## src/rtl/afr_pkg.sv

```systemverilog
package afr_pkg;
  localparam int FRAME_BITS = 16;
  localparam int LEAD_BITS  = 4;

  typedef enum logic [2:0] {
    ST_IDLE,
    ST_SETUP,
    ST_RUN,
    ST_TAIL,
    ST_QUIET
  } afr_state_t;
endpackage

```

## src/rtl/afr_clkdiv.sv

```systemverilog
module afr_clkdiv #(
  parameter int HALF_PERIOD = 2
) (
  input  logic clk,
  input  logic rst,
  input  logic en,
  output logic tick
);
  localparam int CW = (HALF_PERIOD < 2) ? 1 : $clog2(HALF_PERIOD);
  localparam logic [CW-1:0] LAST = CW'(HALF_PERIOD - 1);

  logic [CW-1:0] cnt;

  always_ff @(posedge clk) begin
    if (rst || !en) cnt <= '0;
    else if (cnt == LAST) cnt <= '0;
    else cnt <= cnt + 1'b1;
  end

  assign tick = en && (cnt == LAST);
endmodule

```

## src/rtl/afr_sequencer.sv

```systemverilog
module afr_sequencer
  import afr_pkg::*;
#(
  parameter int QUIET_CYCLES = 4
) (
  input  logic clk,
  input  logic rst,
  input  logic start_i,
  input  logic tick,
  output logic run_en,
  output logic sample_stb,
  output logic finish_stb,
  output logic cs_n_o,
  output logic sclk_o
);
  localparam int BW = $clog2(FRAME_BITS + 1);
  localparam int QW = (QUIET_CYCLES < 2) ? 1 : $clog2(QUIET_CYCLES);
  localparam logic [BW-1:0] LAST_BIT   = BW'(FRAME_BITS - 1);
  localparam logic [QW-1:0] LAST_QUIET = QW'(QUIET_CYCLES - 1);

  afr_state_t    state;
  logic [BW-1:0] nbit;
  logic [QW-1:0] qcnt;
  logic          pend;

  assign run_en     = (state == ST_SETUP) || (state == ST_RUN) || (state == ST_TAIL);
  assign sample_stb = (state == ST_RUN) && tick && sclk_o;
  assign finish_stb = (state == ST_TAIL) && tick;

  always_ff @(posedge clk) begin
    if (rst) begin
      state  <= ST_IDLE;
      cs_n_o <= 1'b1;
      sclk_o <= 1'b0;
      nbit   <= '0;
      qcnt   <= '0;
      pend   <= 1'b0;
    end else begin
      if (start_i && state != ST_IDLE) pend <= 1'b1;
      case (state)
        ST_IDLE: begin
          if (start_i || pend) begin
            state  <= ST_SETUP;
            cs_n_o <= 1'b0;
            pend   <= 1'b0;
            nbit   <= '0;
          end
        end
        ST_SETUP: begin
          if (tick) begin
            sclk_o <= 1'b1;
            state  <= ST_RUN;
          end
        end
        ST_RUN: begin
          if (tick) begin
            sclk_o <= ~sclk_o;
            if (sclk_o) begin
              nbit <= nbit + 1'b1;
              if (nbit == LAST_BIT) state <= ST_TAIL;
            end
          end
        end
        ST_TAIL: begin
          if (tick) begin
            cs_n_o <= 1'b1;
            qcnt   <= '0;
            state  <= ST_QUIET;
          end
        end
        ST_QUIET: begin
          if (qcnt == LAST_QUIET) state <= ST_IDLE;
          else qcnt <= qcnt + 1'b1;
        end
        default: state <= ST_IDLE;
      endcase
    end
  end
endmodule

```

## src/rtl/afr_capture.sv

```systemverilog
module afr_capture
  import afr_pkg::*;
#(
  parameter int DATA_BITS = 12
) (
  input  logic                 clk,
  input  logic                 rst,
  input  logic                 sample_stb,
  input  logic                 finish_stb,
  input  logic                 sdata_i,
  output logic                 done_o,
  output logic [DATA_BITS-1:0] result_o,
  output logic                 pad_err_o
);
  localparam int TOP   = FRAME_BITS - LEAD_BITS - 1;
  localparam int TRAIL = FRAME_BITS - LEAD_BITS - DATA_BITS;

  logic [FRAME_BITS-1:0] sh;
  logic                  lead_bad;
  logic                  trail_bad;

  assign lead_bad = |sh[FRAME_BITS-1 -: LEAD_BITS];

  generate
    if (TRAIL == 0) begin : g_no_fill
      assign trail_bad = 1'b0;
    end else begin : g_fill
      assign trail_bad = |sh[TRAIL-1:0];
    end
  endgenerate

  always_ff @(posedge clk) begin
    if (rst) begin
      sh        <= '0;
      done_o    <= 1'b0;
      result_o  <= '0;
      pad_err_o <= 1'b0;
    end else begin
      done_o <= finish_stb;
      if (sample_stb) sh <= {sh[FRAME_BITS-2:0], sdata_i};
      if (finish_stb) begin
        result_o  <= sh[TOP -: DATA_BITS];
        pad_err_o <= lead_bad | trail_bad;
      end
    end
  end
endmodule

```

## src/rtl/adc_frame_reader.sv

```systemverilog
module adc_frame_reader #(
  parameter int DATA_BITS    = 12,
  parameter int HALF_PERIOD  = 2,
  parameter int QUIET_CYCLES = 4
) (
  input  logic                 clk,
  input  logic                 rst,
  input  logic                 start_i,
  input  logic                 sdata_i,
  output logic                 cs_n_o,
  output logic                 sclk_o,
  output logic                 done_o,
  output logic [DATA_BITS-1:0] result_o,
  output logic                 pad_err_o
);
  logic run_en;
  logic tick;
  logic sample_stb;
  logic finish_stb;

  afr_clkdiv #(.HALF_PERIOD(HALF_PERIOD)) u_div (
    .clk (clk),
    .rst (rst),
    .en  (run_en),
    .tick(tick)
  );

  afr_sequencer #(.QUIET_CYCLES(QUIET_CYCLES)) u_seq (
    .clk       (clk),
    .rst       (rst),
    .start_i   (start_i),
    .tick      (tick),
    .run_en    (run_en),
    .sample_stb(sample_stb),
    .finish_stb(finish_stb),
    .cs_n_o    (cs_n_o),
    .sclk_o    (sclk_o)
  );

  afr_capture #(.DATA_BITS(DATA_BITS)) u_cap (
    .clk       (clk),
    .rst       (rst),
    .sample_stb(sample_stb),
    .finish_stb(finish_stb),
    .sdata_i   (sdata_i),
    .done_o    (done_o),
    .result_o  (result_o),
    .pad_err_o (pad_err_o)
  );
endmodule

```

## config.mk

```make
export PLATFORM = sky130hd
export DESIGN_NAME = adc_frame_reader
export DESIGN_NICKNAME = d
export VERILOG_FILES = /design/src/rtl/afr_pkg.sv /design/src/rtl/afr_clkdiv.sv /design/src/rtl/afr_sequencer.sv /design/src/rtl/afr_capture.sv /design/src/rtl/adc_frame_reader.sv
export SDC_FILE = /design/constraint.sdc
export NUM_CORES = 1
export LEC_CHECK = 0
export CAP_MARGIN = 20
export CORE_MARGIN = 2
export CORE_UTILIZATION = 49
export CTS_CLUSTER_SIZE = 25
export DETAILED_ROUTE_END_ITERATION = 8
export GPL_ROUTABILITY_DRIVEN = 1
export GPL_TIMING_DRIVEN = 0
export PLACE_DENSITY = 0.8
export SLEW_MARGIN = 0
export SYNTH_ARGS = -nofsm -noshare
export SYNTH_HDL_FRONTEND = slang
export SYNTH_SLANG_ARGS = --single-unit
```

## constraint.sdc

```tcl
create_clock -name clk -period 1.6 [get_ports clk]
set_clock_uncertainty 0.15 [all_clocks]
set_input_delay 0.32 -clock clk [delete_from_list [all_inputs] [get_ports clk]]
set_output_delay 0.32 -clock clk [all_outputs]
set_load 0.05 [all_outputs]
```

## Word-level counts from Yosys, hierarchy flattened

Index checks and enable logic that the tools add are counted.

| operators by class | value |
|---|---|
| add/subtract/negate cells | 3 |
| eq/ne operators | 14 |
| multiplexer cells | 23 |
| bitwise logic cells | 1 |
| reductions and logical operators | 23 |

Operator list:

| cell | number |
|---|---|
| 3-bit two-way mux | 7 |
| 5-bit two-way mux | 3 |
| 3-bit one-hot mux with 5 select lines | 1 |
| 2-bit by 1-bit inequality test with 1-bit output, second input constant | 6 |
| 5-bit one-hot mux with 2 select lines | 1 |
| 3-bit AND reduction | 3 |
| 2-bit nonzero test | 4 |
| 7-bit AND reduction | 1 |
| 3-bit by 2-bit equality test with 1-bit output, second input constant | 2 |
| 1-bit two-way mux | 6 |
| 5-bit by 1-bit adder with 5-bit output, second input constant | 1 |
| 5-bit by 4-bit equality test with 1-bit output, second input constant | 1 |
| 1-bit logical AND | 5 |
| 1-bit logical OR | 4 |
| 2-bit two-way mux | 2 |
| 2-bit inequality test, second input constant | 2 |
| 1-bit one-hot mux with 2 select lines | 2 |
| 2-bit one-hot mux with 2 select lines | 1 |
| 4-bit AND reduction | 1 |
| 4-bit OR reduction | 1 |
| 3-bit by 1-bit equality test with 1-bit output, second input constant | 1 |
| 3-bit equality test, second input constant | 1 |
| 3-bit zero test | 1 |
| 3-bit nonzero test | 1 |
| 6 further kinds | 6 |

| word-level totals | value |
|---|---|
| register bits | 44 |
| input port bits | 4 |
| output and inout port bits | 16 |
| logic and storage cells | 75 |

## Logic depth before layout (Yosys ltp)

| depth | value |
|---|---|
| depth after elaboration | 6 |
| depth in mapped cells | 6 |

## Modules after synthesis

A second synthesis with hierarchy kept.

| unflattened totals | value |
|---|---|
| cell total of the unflattened synthesis | 176 |
| area total of the unflattened synthesis | 1770.4 sq um |

Modules (own cells, without submodules):

| module | times used | cells an instance | area each (sq um) |
|---|---|---|---|
| afr_capture | 1 | 97 | 1081.0 |
| afr_sequencer | 1 | 76 | 649.4 |
| afr_clkdiv | 1 | 3 | 40.0 |

## Worst setup path before layout

No wires, ideal clock.

| timing | value |
|---|---|
| kind | register to register |
| from | register u_seq.sclk_o |
| to | register u_cap.sh[10] |
| setup time | 72 ps |
| data arrival time | 1545 ps |
| data required time | 1378 ps |
| slack | -167 ps |
| stages on the path, launching flop included | 5 |
| buffers on the path | 1 |
| period minus slack after synthesis | 1767 ps |
| cell sequence | dfxtp_1 nand4b_1 nor2_4 buf_6 mux2i_1 |

| between the ends | value |
|---|---|
| longest elaborated chain between the ends | 1 |

RTL lines:

| element | line | text |
|---|---|---|
| start, declared | afr_sequencer.sv:14 | `output logic sclk_o` |
| start signal, assigned | afr_sequencer.sv:57 | `sclk_o <= ~sclk_o;` |
| 1-bit logical AND | afr_sequencer.sv:27 | `assign sample_stb = (state == ST_RUN) && tick && sclk_o;` |
| end signal, assigned | afr_capture.sv:40 | `if (sample_stb) sh <= {sh[FRAME_BITS-2:0], sdata_i};` |
| end, declared | afr_capture.sv:18 | `logic [FRAME_BITS-1:0] sh;` |

No other way between the ends.
A chain may end at the register's enable or synchronous reset.

## Worst setup path in the final report

| timing | value |
|---|---|
| from | register u_seq.nbit[0] |
| to | register u_seq.state[0] |

| between the ends | value |
|---|---|
| longest elaborated chain between the ends | 3 |

RTL lines:

| element | line | text |
|---|---|---|
| start, declared | afr_sequencer.sv:22 | `logic [BW-1:0] nbit;` |
| start signal, assigned | afr_sequencer.sv:59 | `nbit <= nbit + 1'b1;` |
| 5-bit by 4-bit equality test with 1-bit output | afr_sequencer.sv:60 | `if (nbit == LAST_BIT) state <= ST_TAIL;` |
| 2-bit inequality test (no source line) | -- |  |
| 7-bit AND reduction (no source line) | -- |  |
| end signal, assigned | afr_sequencer.sv:60 |  |
| end signal, assigned | afr_sequencer.sv:68 | `state <= ST_QUIET;` |
| end signal, assigned | afr_sequencer.sv:72 | `if (qcnt == LAST_QUIET) state <= ST_IDLE;` |
| end, declared | afr_sequencer.sv:21 | `afr_state_t state;` |

No other way between the ends.

==> metrics.cfg <==
[layout]
diodes = 0
stdcell_count = 281
n_fill_cell = 297
fin_util_pct = 64.88
final_nets = 239
area_growth_pct = 28.86
drive_gt1_share_pct = 26.61

[placement]
dp_hpwl_um = 2405
placed_cells = 265
place.port_buffers = 19
place_congestion = 0.8152

[synthesis]
synth_seq_area_share_pct = 48.15
synthTopCellsByArea = dfxtp_1 48%, mux2i_1 9.8%, nand2b_1 6.5%
synth_nets = 205
ys_top_cells_by_count = 44 x dfxtp_1, 27 x nand2_1, 19 x nand2b_1
synth_top_cell_by_area = dfxtp_1
ys_seq_elements = 44
synth-edff-count = 0
synth_area_um2 = 1829
synth_top_area_share_pct = 48.15
synth.most_common_cell = dfxtp_1
async_reset_ff_share_pct = 0
synthDistinctLibCells = 35
ys.flop_type = dfxtp_1
synth_cells = 198
syn_area_per_cell_um2 = 9.239
ys_warn_count = 0

[floorplanning]
start_util_pct = 50.34
chipWidth_um = 65.10
die_area_um2 = 4238
rows = 22
die_y_um = 65.10
num_io_pins = 20
core-area_um2 = 3633

[timing]
min_period_over_period_pct = 99.24
finalCriticalPeriod_ns = 1.588
finalSetupTns_ns = 0
rsz0062_at_grt = yes
drv_slew = 0
tightestPinTransition_ns = 0.4462
fmax_mhz = 629.8
slew-limit-headroom_pct = 70.14
setup_viol = 0
hold_viol = 0

[drt]
ant_nets = 0
vias = 1440
wl_um = 3668
drc = 0
drt_iter0_markers = 79
vias_per_cell = 5.125
wl_per_cell_um = 13.05
dr.pass1.iters = 4

[grt]
grt_max_degree = 16
grtUsageTotal_pct = 18.53
antenna_found_initial = 0
grt_first_pass_wirelength_um = 5982
first_global_vias = 1314
overflow = 0

[clocking]
cts_tree = done
clk_latency_ns = 0.31
ctsHoldBuffers = 0
root_buffer = clkbuf_8
h-tree-depth = 2
numCtsBuffers = 5
clk_path_buf_depth = 2
clock-sinks = 44
clk_pin_slew_worst_paths_ns = 0.10

[power]
p_leak_nw = 0.8049
power_per_cell_area_nw_per_um2 = 920.7
peakVddDrop_v = 0.0005689

[worst_setup_path]
path_class = reg2reg
cp-end-kind = register
startpoint_type = register
crit_path_max_fanout = 2
critPathArrivalTime_ns = 1.67
cp_data_required_time_ns = 1.68

[hold_path]
hold_class = reg2reg

[run]
cap_viol_max_count = 0

[status]
outcome = finished clean

## worst paths after layout
check             depth (start not counted)                  to  slack [ns]     startpoint
setup / recovery                          6      u_seq.state[0]        0.01  u_seq.nbit[0]
hold / removal                            2  u_cap.result_o[11]        0.29   u_cap.sh[11]
setup reg to reg                          6      u_seq.state[0]        0.01  u_seq.nbit[0]
hold reg to reg                           2  u_cap.result_o[11]        0.29   u_cap.sh[11]
## layout make-up
cell class	instances	area [um2]	share of cell area (%)
multi-input cells	135	893.4	37.90
clock inverters	3	46.29	1.964
plain buffers	12	85.08	3.609
well taps	48	60.06	2.548
clock buffers	5	68.82	2.919
flip-flops and latches	44	887.1	37.63
inverters	5	18.77	0.7962
repair buffers	29	297.8	12.63
## cells by family after synthesis
logic type	share of synthesized area, %
multiplexers	9.849
AND/OR/NAND/NOR	22.78
flip-flops	48.15
adder cells (fa/ha/maj)	2.052
XOR/XNOR	0.4789
buffers and inverters	5.061
AO/OA/AOI/OAI	11.63
## layout by cell type, fill, tap and decap left out, drive strengths merged, types with 2 or more instances in the layout
master         count
nand2b            19
a211oi             3
or2                5
buf               16
o21ai              8
mux2i             18
dfxtp             44
nor3               2
nor2b              4
clkdlybuf4s15     14
ha                 3
clkdlybuf4s50      3
nand3              4
nand2             27
a21oi             18
clkbuf            13
inv                6
o32ai              2
nand4b             3
nor2               7
## metrics by stage
step | instance area, um2 | total power [mW] | hold slack, ns | setup slack [ns]
after floorplan | 1831 | 1.256 | 0.2823 | 0.03715
after global placement | 2081 | 1.297 | 0.2918 | -0.5030
after detailed placement | 2081 | 1.300 | 0.2938 | -0.5058
after CTS | 2267 | 2.167 | 0.2962 | -0.005474
after global routing | 2357 | 2.250 | 0.3246 | -0.04072
final | 2357 | 2.170 | 0.2918 | 0.01212
## state kept, by name, indices dropped and copies added, names as in the netlist
register,count
u_div.cnt,1
u_cap.result_o,12
u_seq.qcnt,2
u_seq.cs_n_o,1
u_cap.sh,16
u_seq.sclk_o,1
u_seq.nbit,5
u_cap.done_o,1
u_seq.state,3
u_seq.pend,1
u_cap.pad_err_o,1
## power breakdown
group | internal (mW) | switching [mW]
registers | 1.11 | 0.0118
clock network | 0.470 | 0.406
logic | 0.0702 | 0.102
## worst max-delay path: stages (launching register included)
cell and delay (ns):
dfxtp_2 0.36, ha_4 0.13, and3_4 0.18, ha_4 0.12, inv_2 0.03, a221o_1 0.34, a211oi_2 0.21
## metal layers
| metal | share of wire [%] | vias to the layer above | track usage [%] |
|---|---|---|---|
| li1 | - | 745 | - |
| met1 | 47 | 668 | 23.28 |
| met2 | 48 | 22 | 30.41 |
| met3 | 3.0 | 5 | 5.137 |
| met4 | 1.4 | 0 | 7.031 |
| met5 | 0 | - | 0 |
## timing repair
action | CTS | global route
cloned | 0 | 1
pin swaps | 6 | 7
resized for setup | 55 | 21
setup buffers | 6 | 3
endpoints found under the setup margin | 47 | 24
Power figures use the tool's default switching activity.
